### src/rtl/can_irq_pkg.sv
package can_irq_pkg;
  localparam int SRC_ERR  = 0;
  localparam int SRC_OVR  = 1;
  localparam int SRC_WAKE = 2;
  localparam int NUM_SRC  = 3;
  localparam int NUM_MASK = 2;

  typedef enum logic {
    SEL_FLAGS  = 1'b0,
    SEL_ENABLE = 1'b1
  } reg_sel_e;
endpackage

### src/rtl/status_change_det.sv
module status_change_det #(
  parameter int W = 4
) (
  input  logic         clk,
  input  logic         rst,
  input  logic [W-1:0] cur_i,
  output logic         changed_o
);
  logic [W-1:0] prev_q;

  // The copy tracks the input during reset too, so that leaving reset is not an edge.
  always_ff @(posedge clk) begin
    if (rst) prev_q <= cur_i;
    else     prev_q <= cur_i;
  end

  assign changed_o = !rst && (cur_i != prev_q);

  assert_change_seen_R2: assert property (@(posedge clk) disable iff (rst)
    (cur_i != $past(cur_i)) |-> changed_o);
endmodule

### src/rtl/irq_flag_cell.sv
module irq_flag_cell (
  input  logic clk,
  input  logic rst,
  input  logic set_i,
  input  logic clr_i,
  output logic flag_o
);
  always_ff @(posedge clk) begin
    if (rst)        flag_o <= 1'b0;
    else if (set_i) flag_o <= 1'b1;
    else if (clr_i) flag_o <= 1'b0;
  end

  assert_set_wins_R7: assert property (@(posedge clk) disable iff (rst)
    set_i |=> flag_o);
  assert_sticky_R6: assert property (@(posedge clk) disable iff (rst)
    (flag_o && !clr_i) |=> flag_o);
  assert_clear_R6: assert property (@(posedge clk) disable iff (rst)
    (clr_i && !set_i) |=> !flag_o);
endmodule

### src/rtl/can_irq_combiner.sv
module can_irq_combiner
  import can_irq_pkg::*;
#(
  parameter int ERR_W = 2,
  parameter int BUS_W = 2,
  parameter int DW    = 8
) (
  input  logic             clk,
  input  logic             rst,
  input  logic [ERR_W-1:0] err_status_i,
  input  logic [BUS_W-1:0] bus_status_i,
  input  logic             rx_arrive_i,
  input  logic             rx_buf0_full_i,
  input  logic             rx_buf1_full_i,
  input  logic             sleep_mode_i,
  input  logic             bus_active_i,
  input  logic             sw_sel_i,
  input  logic             sw_wr_i,
  input  logic [DW-1:0]    sw_wdata_i,
  output logic [DW-1:0]    sw_rdata_o,
  output logic             irq_o
);
  localparam int STAT_W = ERR_W + BUS_W;

  logic                status_chg;
  logic [NUM_SRC-1:0]  src_set;
  logic [NUM_SRC-1:0]  src_clr;
  logic [NUM_SRC-1:0]  flag_q;
  logic [NUM_MASK-1:0] en_q;
  logic [NUM_SRC-1:0]  eff_mask;
  logic                flag_wr;
  logic                en_wr;

  status_change_det #(.W(STAT_W)) u_chg (
    .clk      (clk),
    .rst      (rst),
    .cur_i    ({err_status_i, bus_status_i}),
    .changed_o(status_chg)
  );

  always_comb begin
    src_set           = '0;
    src_set[SRC_ERR]  = status_chg;
    src_set[SRC_OVR]  = rx_arrive_i && rx_buf0_full_i && rx_buf1_full_i;
    src_set[SRC_WAKE] = sleep_mode_i && bus_active_i;
  end

  assign flag_wr = sw_wr_i && (reg_sel_e'(sw_sel_i) == SEL_FLAGS);
  assign en_wr   = sw_wr_i && (reg_sel_e'(sw_sel_i) == SEL_ENABLE);
  assign src_clr = flag_wr ? sw_wdata_i[NUM_SRC-1:0] : '0;

  for (genvar i = 0; i < NUM_SRC; i++) begin : g_flag
    irq_flag_cell u_cell (
      .clk   (clk),
      .rst   (rst),
      .set_i (src_set[i]),
      .clr_i (src_clr[i]),
      .flag_o(flag_q[i])
    );
  end

  always_ff @(posedge clk) begin
    if (rst)        en_q <= '0;
    else if (en_wr) en_q <= sw_wdata_i[NUM_MASK-1:0];
  end

  // The wake-up source is outside the mask register and is always enabled.
  assign eff_mask = {1'b1, en_q};

  always_ff @(posedge clk) begin
    if (rst) begin
      irq_o      <= 1'b0;
      sw_rdata_o <= '0;
    end else begin
      irq_o <= |(flag_q & eff_mask);
      if (reg_sel_e'(sw_sel_i) == SEL_ENABLE)
        sw_rdata_o <= {{(DW-NUM_MASK){1'b0}}, en_q};
      else
        sw_rdata_o <= {{(DW-NUM_SRC){1'b0}}, flag_q};
    end
  end

  assert_overrun_set_R4: assert property (@(posedge clk) disable iff (rst)
    (rx_arrive_i && rx_buf0_full_i && rx_buf1_full_i) |=> flag_q[SRC_OVR]);
  assert_no_overrun_R4: assert property (@(posedge clk) disable iff (rst)
    (!flag_q[SRC_OVR] && !(rx_buf0_full_i && rx_buf1_full_i)) |=> !flag_q[SRC_OVR]);
  assert_wake_set_R5: assert property (@(posedge clk) disable iff (rst)
    (sleep_mode_i && bus_active_i) |=> flag_q[SRC_WAKE]);
  assert_awake_ignored_R5: assert property (@(posedge clk) disable iff (rst)
    (!flag_q[SRC_WAKE] && !sleep_mode_i) |=> !flag_q[SRC_WAKE]);
  assert_wake_unmasked_R8: assert property (@(posedge clk) disable iff (rst)
    flag_q[SRC_WAKE] |=> irq_o);
  assert_masked_quiet_R8: assert property (@(posedge clk) disable iff (rst)
    (!flag_q[SRC_WAKE] && !(flag_q[SRC_ERR] && en_q[0]) && !(flag_q[SRC_OVR] && en_q[1]))
      |=> !irq_o);
endmodule

### config.mk
export PLATFORM = sky130hd
export DESIGN_NAME = can_irq_combiner
export DESIGN_NICKNAME = d
export VERILOG_FILES = /design/src/rtl/can_irq_pkg.sv /design/src/rtl/status_change_det.sv /design/src/rtl/irq_flag_cell.sv /design/src/rtl/can_irq_combiner.sv
export SDC_FILE = /design/constraint.sdc
export NUM_CORES = 1
export LEC_CHECK = 0
export BUFFER_PORTS_ARGS = -buffer_cell sky130_fd_sc_hd__buf_2
export CORE_MARGIN = 1
export CORE_UTILIZATION = 31
export DETAILED_ROUTE_END_ITERATION = 10
export SLEW_MARGIN = 25
export SYNTH_ARGS = -nofsm -noshare
export SYNTH_HDL_FRONTEND = slang
export SYNTH_SLANG_ARGS = --single-unit
### constraint.sdc
create_clock -name clk -period 1.06 [get_ports clk]
set_input_delay 0 -clock clk [delete_from_list [all_inputs] [get_ports clk]]
set_output_delay 0 -clock clk [all_outputs]
set_load 0.02 [all_outputs]
## Yosys cells after proc, flatten, opt, wreduce, memory -nomap -nowiden

Cells that the tools add are included.

| storage, ports and cells | value |
|---|---|
| register bits after elaboration | 18 |
| input port bits | 21 |
| output and inout bits | 9 |
| logic and storage cells | 31 |

| cells by class | value |
|---|---|
| eq/ne operators | 1 |
| muxes and demuxes | 8 |
| bitwise operators | 2 |
| reduce and logical (&&, ||, !) cells | 12 |

Operators with widths:

| cell | count |
|---|---|
| 1-bit logical AND | 6 |
| 1-bit two-way mux | 6 |
| 2-bit nonzero test | 3 |
| 4-bit != test | 1 |
| 3-bit bitwise AND | 1 |
| 3-bit two-way mux | 1 |
| 3-bit OR reduction | 1 |
| 2-bit two-way mux | 1 |
| 2-bit OR reduction | 1 |
| 1-bit zero test | 1 |
| 1-bit inverter | 1 |

## Longest topological paths before layout

Gate-level depths: netlist of run 1.

| depth | value |
|---|---|
| depth after elaboration | 5 |
| mapped depth | 4 |
| gate-level depth less buffers | 3 |

## Modules after synthesis

From an unflattened synthesis of run 1, not the netlist that was laid out.

| unflattened totals | value |
|---|---|
| cell total of the unflattened synthesis | 53 |
| area, all modules | 538.0 um2 |

Modules (own cells, without submodules):

| module | times used | cells an instance | area an instance (um2) | seq. area each (um2) |
|---|---|---|---|---|
| can_irq_combiner | 1 | 32 | 297.8 | 120.1 |
| status_change_det | 1 | 9 | 123.9 | 80.1 |
| irq_flag_cell | 3 | 4 | 38.8 | 20.0 |

## Worst setup path before layout of run 1

No wires, ideal clock.

| timing path | value |
|---|---|
| path kind | flip-flop to flip-flop |
| from | reg u_chg.prev_q[0] |
| to | reg g_flag[0].u_cell.flag_o |
| library setup time | 131 ps |
| arrival time | 716 ps |
| required time | 929 ps |
| setup slack | 214 ps |
| stages on the path, launching flop included | 4 |
| path buffers | 0 |
| clock period less this slack | 846 ps |
| cell sequence | dfxtp_1 -> xor2_1 -> a211oi_1 -> a31oi_1 |

| on the way | value |
|---|---|
| cells in the longest elaborated chain, start to end | 3 |
| elaborated cells between the ends (all ways) | 4 |
| those cells by class | 1 x eq/ne; 1 x mux; 2 x reduce/logical |

Ends and longest elaborated chain:

| what | line | RTL |
|---|---|---|
| start: declaration | status_change_det.sv:9 | `logic [W-1:0] prev_q;` |
| start signal: assignment | status_change_det.sv:13 | `if (rst) prev_q <= cur_i;` |
| start signal: assignment | status_change_det.sv:14 | `else prev_q <= cur_i;` |
| 4-bit != test * | status_change_det.sv:17 | `assign changed_o = !rst && (cur_i != prev_q);` |
| 1-bit logical AND * | status_change_det.sv:17 |  |
| 1-bit two-way mux or 2-bit nonzero test (tied branches) | n/a |  |
| end signal: assignment | irq_flag_cell.sv:9 | `if (rst) flag_o <= 1'b0;` |
| end signal: assignment | irq_flag_cell.sv:10 | `else if (set_i) flag_o <= 1'b1;` |
| end signal: assignment | irq_flag_cell.sv:11 | `else if (clr_i) flag_o <= 1'b0;` |
| end: declaration | irq_flag_cell.sv:6 | `output logic flag_o` |

Every way passes the cells marked *; elsewhere a longest branch is shown, timed or not.
A chain may end at the register's enable or synchronous reset.

## Final worst setup path of run 1

| timing path | value |
|---|---|
| from | in bus_status_i[0] |
| to | reg g_flag[0].u_cell.flag_o |

| on the way | value |
|---|---|
| cells in the longest elaborated chain, start to end | 3 |
| elaborated cells between the ends (all ways) | 4 |
| those cells by class | 1 x eq/ne; 1 x mux; 2 x reduce/logical |

Ends and longest elaborated chain:

| what | line | RTL |
|---|---|---|
| start: declaration | can_irq_combiner.sv:11 | `input logic [BUS_W-1:0] bus_status_i,` |
| 4-bit != test * | status_change_det.sv:17 |  |
| 1-bit logical AND * | status_change_det.sv:17 |  |
| 1-bit two-way mux or 2-bit nonzero test (tied branches) | n/a |  |

Marks and branches as above.

==> reports/results.ini, run 1 <==
[logic_synthesis]
netlist_top_cells_area = dfxtp_1, buf_4, nand3b_1, mux2i_1, nor2_1
synthDominantCellAreaShare = 0.531
synth_edf_count = 0
yosysSeqAreaShare = 0.531
syn_area_per_cell_um2 = 10.2
synth_flop_cell = dfxtp_1
ys_async_sr_fraction = 0
ys_warn_count = 0
ys_seq_elements = 13
syn_inst = 48
yosysTopAreaCell = dfxtp_1
yosysUniqueCellTypes = 19
syn_area_um2 = 490

[floorplan]
rows = 13
dieArea_um2 = 1750
ios = 30
initial_core_util = 0.355
coreArea_um2 = 1380
die_w_um = 41.8
floorplan.die.height_um = 41.8

[critical_path]
critPathLaunchType = input pin
reg2reg_from = u_chg.prev_q[0]$_DFF_P_
critPathCapture = g_flag[0].u_cell.flag_o$_SDFFE_PP0P_
required_ps = 1210
reg2reg_setup_slack_ps = 140
arrival_ps = 1140
r2r-end = g_flag[0].u_cell.flag_o$_SDFFE_PP0P_
path_class = input pin to flop
end_kind = flop
path_max_fanout = 2
reg2reg_depth = 3
worstSetupStartpoint = bus_status_i[0]

[cells_and_area]
fin_nets = 101
layout.cells.non_filler = 94
num_antenna_cells = 0
finalInstanceArea_um2 = 703
drive_gt1_frac = 0.278
area_delta_synth_final_pct = 43.4

[cts]
cts_resized = 0
clk_path_buf_depth = 2
path_clk_slew_ps = 70
cts.sinks = 13
insertion_delay_ps = 270
tritoncts = done
cts_buffers = 3
htreeDepth = 1
clockRootBuffer = clkbuf_4

[place]
port_buffers = 19
pre_cts_ws_ps = 146
place_area_um2 = 567
place_congestion = 0.690
place_hpwl_um = 568
dp.cells = 79

[drt]
drc = 0
routedWlPerCell_um = 9.32
vias = 411
first_pass_iters = 2
vias_per_cell = 4.37
drt_iter0_drc = 3
routed_wl_um = 876
antenna_left = 0

[power]
p_per_area_nw_per_um2 = 1370
clockPowerShare = 0.305
power.share.sequential = 0.544
max-vdd-ir-drop_uv = 853
comb_power_share = 0.151
p_leak_nw = 0.320
internal-power_mw = 0.736
power.switching_mw = 0.229
swShare = 0.238

[sta]
period_share = 0.927
skew_ps = 0.302
rsz0062_at_grt = no
fin_setup_tns_ps = 0
fmax_ghz = 1.02
finalSetupViolCount = 0
setup_slack_ps = 77.0
period_minus_slack_ps = 983
hold_ws_ps = 8.08
final_max_slew_viol_count = 0
hold_viol = 0

[global_route]
grt_max_degree = 10
antenna_found_initial = 0
gr-total-overflow = 0
grt_pass1_vias = 374
grt_pass1_wl_um = 1480
grt_use_total = 0.115

[outcome]
status = complete, no violations

[min_path]
min_delay_path_depth = 2
holdCritPathClass = input pin to flop

[flow_run]
cap_viol_max_count = 0

-- through the flow --
stage	utilization	total power, mW
after floorplan	-	0.623
after global placement	0.410	0.650
after detailed placement	0.410	0.652
after CTS	0.509	0.979
after global routing	0.509	1.02
final	0.509	0.965
-- flip-flops by register name, indices dropped and copies added (netlist names) --
signal,cells
u_chg.prev_q,4
g_flag.u_cell.flag_o,3
sw_rdata_o,3
en_q,2
irq_o,1
-- layer usage --
layer / track usage / wire length (um) / share of wire / up-vias
met5: 0 / 0 / 0 / -
met4: 0.0194 / 0 / 0 / 0
met3: 0.0783 / 77 / 0.088 / 0
met2: 0.175 / 394 / 0.45 / 19
met1: 0.135 / 404 / 0.46 / 175
li1: - / - / - / 217
-- cell type report --
cell class	count	area [um^2]
fill	133	679
sequential	13	260
timing repair buffer	30	205
multi-input combinational	32	193
clock buffer	4	26.3
tap	15	18.8
-- synthesized netlist by cell type, types with 2 or more instances --
master	count
buf_4	5
xnor2_1	2
a21oi_1	2
nand3b_1	3
mux2i_1	2
xor2_1	2
nor2_1	5
dfxtp_1	13
nand3_1	2
nand2_1	3
-- critical path, stage by stage --
cell	delay (ps)
dlygate4sd3_1	530
buf_2	130
xor2_1	130
a211oi_1	240
a31oi_1	110
-- worst min-delay path by stage --
stage	to	slack, ps	from
6_report	en_q[0]$_SDFFE_PP0P_	8	rst
2_1_floorplan	u_chg.prev_q[0]$_DFF_P_	30	bus_status_i[0]
3_5_place_dp	u_chg.prev_q[0]$_DFF_P_	130	bus_status_i[0]
5_1_grt	en_q[0]$_SDFFE_PP0P_	20	rst
4_1_cts	en_q[1]$_SDFFE_PP0P_	3	rst
3_3_place_gp	u_chg.prev_q[0]$_DFF_P_	130	bus_status_i[0]
-- power by group through the flow --
stage	logic, mW	registers, mW	clock network (mW)
after floorplan	0.0794	0.544	0
after global placement	0.113	0.537	0
after detailed placement	0.114	0.537	0
after CTS	0.145	0.526	0.308
after global routing	0.161	0.529	0.333
final	0.145	0.525	0.294
-- kinds of logic after synthesis --
family / synth area share
muxes: 0.0408
AOI/OAI and AO/OA: 0.0995
xor gates and xnor gates: 0.0714
DFF: 0.531
buffers and inverters: 0.107
and+or+nand+nor: 0.143
other: 0.00765
-- timing repair --
item | 4_1_cts | 5_1_grt
setup buffers | 0 | 0
endpoints found under the hold margin | 8 | 0
endpoints found under the setup margin | 0 | 0
hold buffers | 11 | 0
-- layout by cell type (no fill, tap or decap), drive strengths merged --
cell type     n
a211oi        1
xor2          2
xnor2         2
conb          5
a32oi         1
dfxtp        13
buf          19
nand3         2
clkbuf        4
nor2          5
dlygate4sd3  11
a21oi         2
nor3b         1
a221oi        1
a22oi         1
nand3b        3
a31oi         1
nand2         3
mux2i         2
Note: power is estimated with default switching activity, not from simulation.
==> run 2: changes to the inputs <==
- clock period: 1.06 -> 1.2 ns (I/O delays scaled with it)
==> reports/results.ini, run 2 (same netlist as run 1, synthesis figures left out) <==
[outcome]
status = finished with violations
violations = hold timing

[cts]
tritoncts = done
cts_buffers = 3
insertion_delay_ps = 270
htreeDepth = 1
clk_path_buf_depth = 2
path_clk_slew_ps = 70
clockRootBuffer = clkbuf_4
cts.sinks = 13

[power]
p_leak_nw = 0.321
p_per_area_nw_per_um2 = 1200
clockPowerShare = 0.304
max-vdd-ir-drop_uv = 872
swShare = 0.239
power.switching_mw = 0.205
power.share.sequential = 0.543
comb_power_share = 0.153
internal-power_mw = 0.651

[cells_and_area]
area_delta_synth_final_pct = 45.4
ff_latch_area_um2 = 262
num_antenna_cells = 0
top_register = u_chg.prev_q
final_cell_mix = buf_2, dfxtp_1, dlygate4sd3_1
utilization = 0.516
filler_cell_count = 129
multiInputGateArea_um2 = 201
drive_gt1_frac = 0.316
fin_nets = 101
largest_reg_flops = 4
finalInstanceArea_um2 = 713
layout.cells.non_filler = 94
final_common_cell = buf_2
reg.largest.list = u_chg.prev_q: 4 flops, g_flag.u_cell.flag_o: 3 flops, sw_rdata_o: 3 flops

[sta]
rsz0062_at_grt = no
hold_viol = 1
fin_setup_tns_ps = 0
hold_ws_ps = -5.69
skew_ps = 3.15
fmax_ghz = 1.03
period_share = 0.811
finalSetupViolCount = 0
final_max_slew_viol_count = 0
period_minus_slack_ps = 973

[drt]
vias_per_cell = 4.45
routedWlPerCell_um = 9.54
antenna_left = 0
routed_wl_um = 897
vias = 418
first_pass_iters = 2
drc = 0
drt_iter0_drc = 9

[place]
dp.cells = 79
port_buffers = 19
place_hpwl_um = 553
place_area_um2 = 567
place_congestion = 0.690

[min_path]
holdCritPathClass = input pin to flop
min_delay_path_depth = 2

[floorplan]
coreArea_um2 = 1380
rows = 13
initial_core_util = 0.355
dieArea_um2 = 1750
die_w_um = 41.8
ios = 30
floorplan.die.height_um = 41.8

[critical_path]
reg2reg_setup_slack_ps = 280
worst_path_max_delay_cell = dlygate4sd3_1
arrival_ps = 1130
worstPathCellList = dlygate4sd3_1 -> buf_2 -> xor2_1 -> a211oi_1 -> a31oi_1
critPathLaunchType = input pin
path_max_fanout = 2
end_kind = flop
reg2reg_depth = 3
path_class = input pin to flop
slowest_delay_ps = 530
required_ps = 1360

[global_route]
gr-total-overflow = 0
grt_pass1_vias = 382
grt_use_total = 0.121
antenna_found_initial = 0
grt_pass1_wl_um = 1540
grt_max_degree = 10

[flow_run]
cap_viol_max_count = 0

-- run 2: cell types whose count changed in the layout (fill, tap and decap cells not counted) --
cell / previous run / this run
a21oi_1: 2 / 1
a21oi_2: 0 / 1
dfxtp_1: 13 / 12
dfxtp_2: 0 / 1
nand3_1: 2 / 1
nand3_2: 0 / 1
-- run 2: worst max-delay path, delay by kind of cell --
family                    cells  cell delay (ps)
AOI/OAI and AO/OA             2              350
xor gates and xnor gates      1              130
buffers and inverters         2              660
-- run 2: path summary, 6_finish.rpt --
check                                from                              endpoint
hold / removal                        rst                  en_q[1]$_SDFFE_PP0P_
setup / recovery          bus_status_i[0]  g_flag[0].u_cell.flag_o$_SDFFE_PP0P_
hold reg to reg      en_q[0]$_SDFFE_PP0P_                  en_q[0]$_SDFFE_PP0P_
setup reg to reg  u_chg.prev_q[0]$_DFF_P_  g_flag[0].u_cell.flag_o$_SDFFE_PP0P_
-- run 2: timing repair --
item                                    4_1_cts  5_1_grt
buffers inserted                              0        0
endpoints found under the setup margin        0        1
hold endpoints to repair                      8        0
hold buffers                                 12        0
gates resized for setup                       0        3
-- run 2: metal layers --
layer | up-vias | GRT usage | routed length, um | share of wire
met5 | - | 0 | 0 | 0
met4 | 0 | 0.0387 | 7 | 0.0078
met3 | 2 | 0.0783 | 75 | 0.084
met2 | 19 | 0.188 | 435 | 0.48
met1 | 181 | 0.133 | 379 | 0.42
li1 | 216 | - | - | -
-- run 2: per-stage QoR --
step	total power [mW]	setup WS, ps
2_1_floorplan	0.550	354
3_3_place_gp	0.574	307
3_5_place_dp	0.575	288
4_1_cts	0.868	58.4
5_1_grt	0.907	155
6_report	0.856	227
-- run 2: cell type report --
class                   instances  area share
clock buffers                   4      0.0368
repair buffers                 30       0.288
well taps                      15      0.0263
flip-flops and latches         13       0.367
multi-input cells              32       0.282
-- run 2: power by group through the flow --
stage / combinational [mW] / sequential [mW] / clock, mW
3_3_place_gp: 0.0998 / 0.474 / 0
6_report: 0.131 / 0.464 / 0.260
4_1_cts: 0.130 / 0.464 / 0.274
3_5_place_dp: 0.101 / 0.474 / 0
5_1_grt: 0.146 / 0.467 / 0.293
2_1_floorplan: 0.0701 / 0.480 / 0
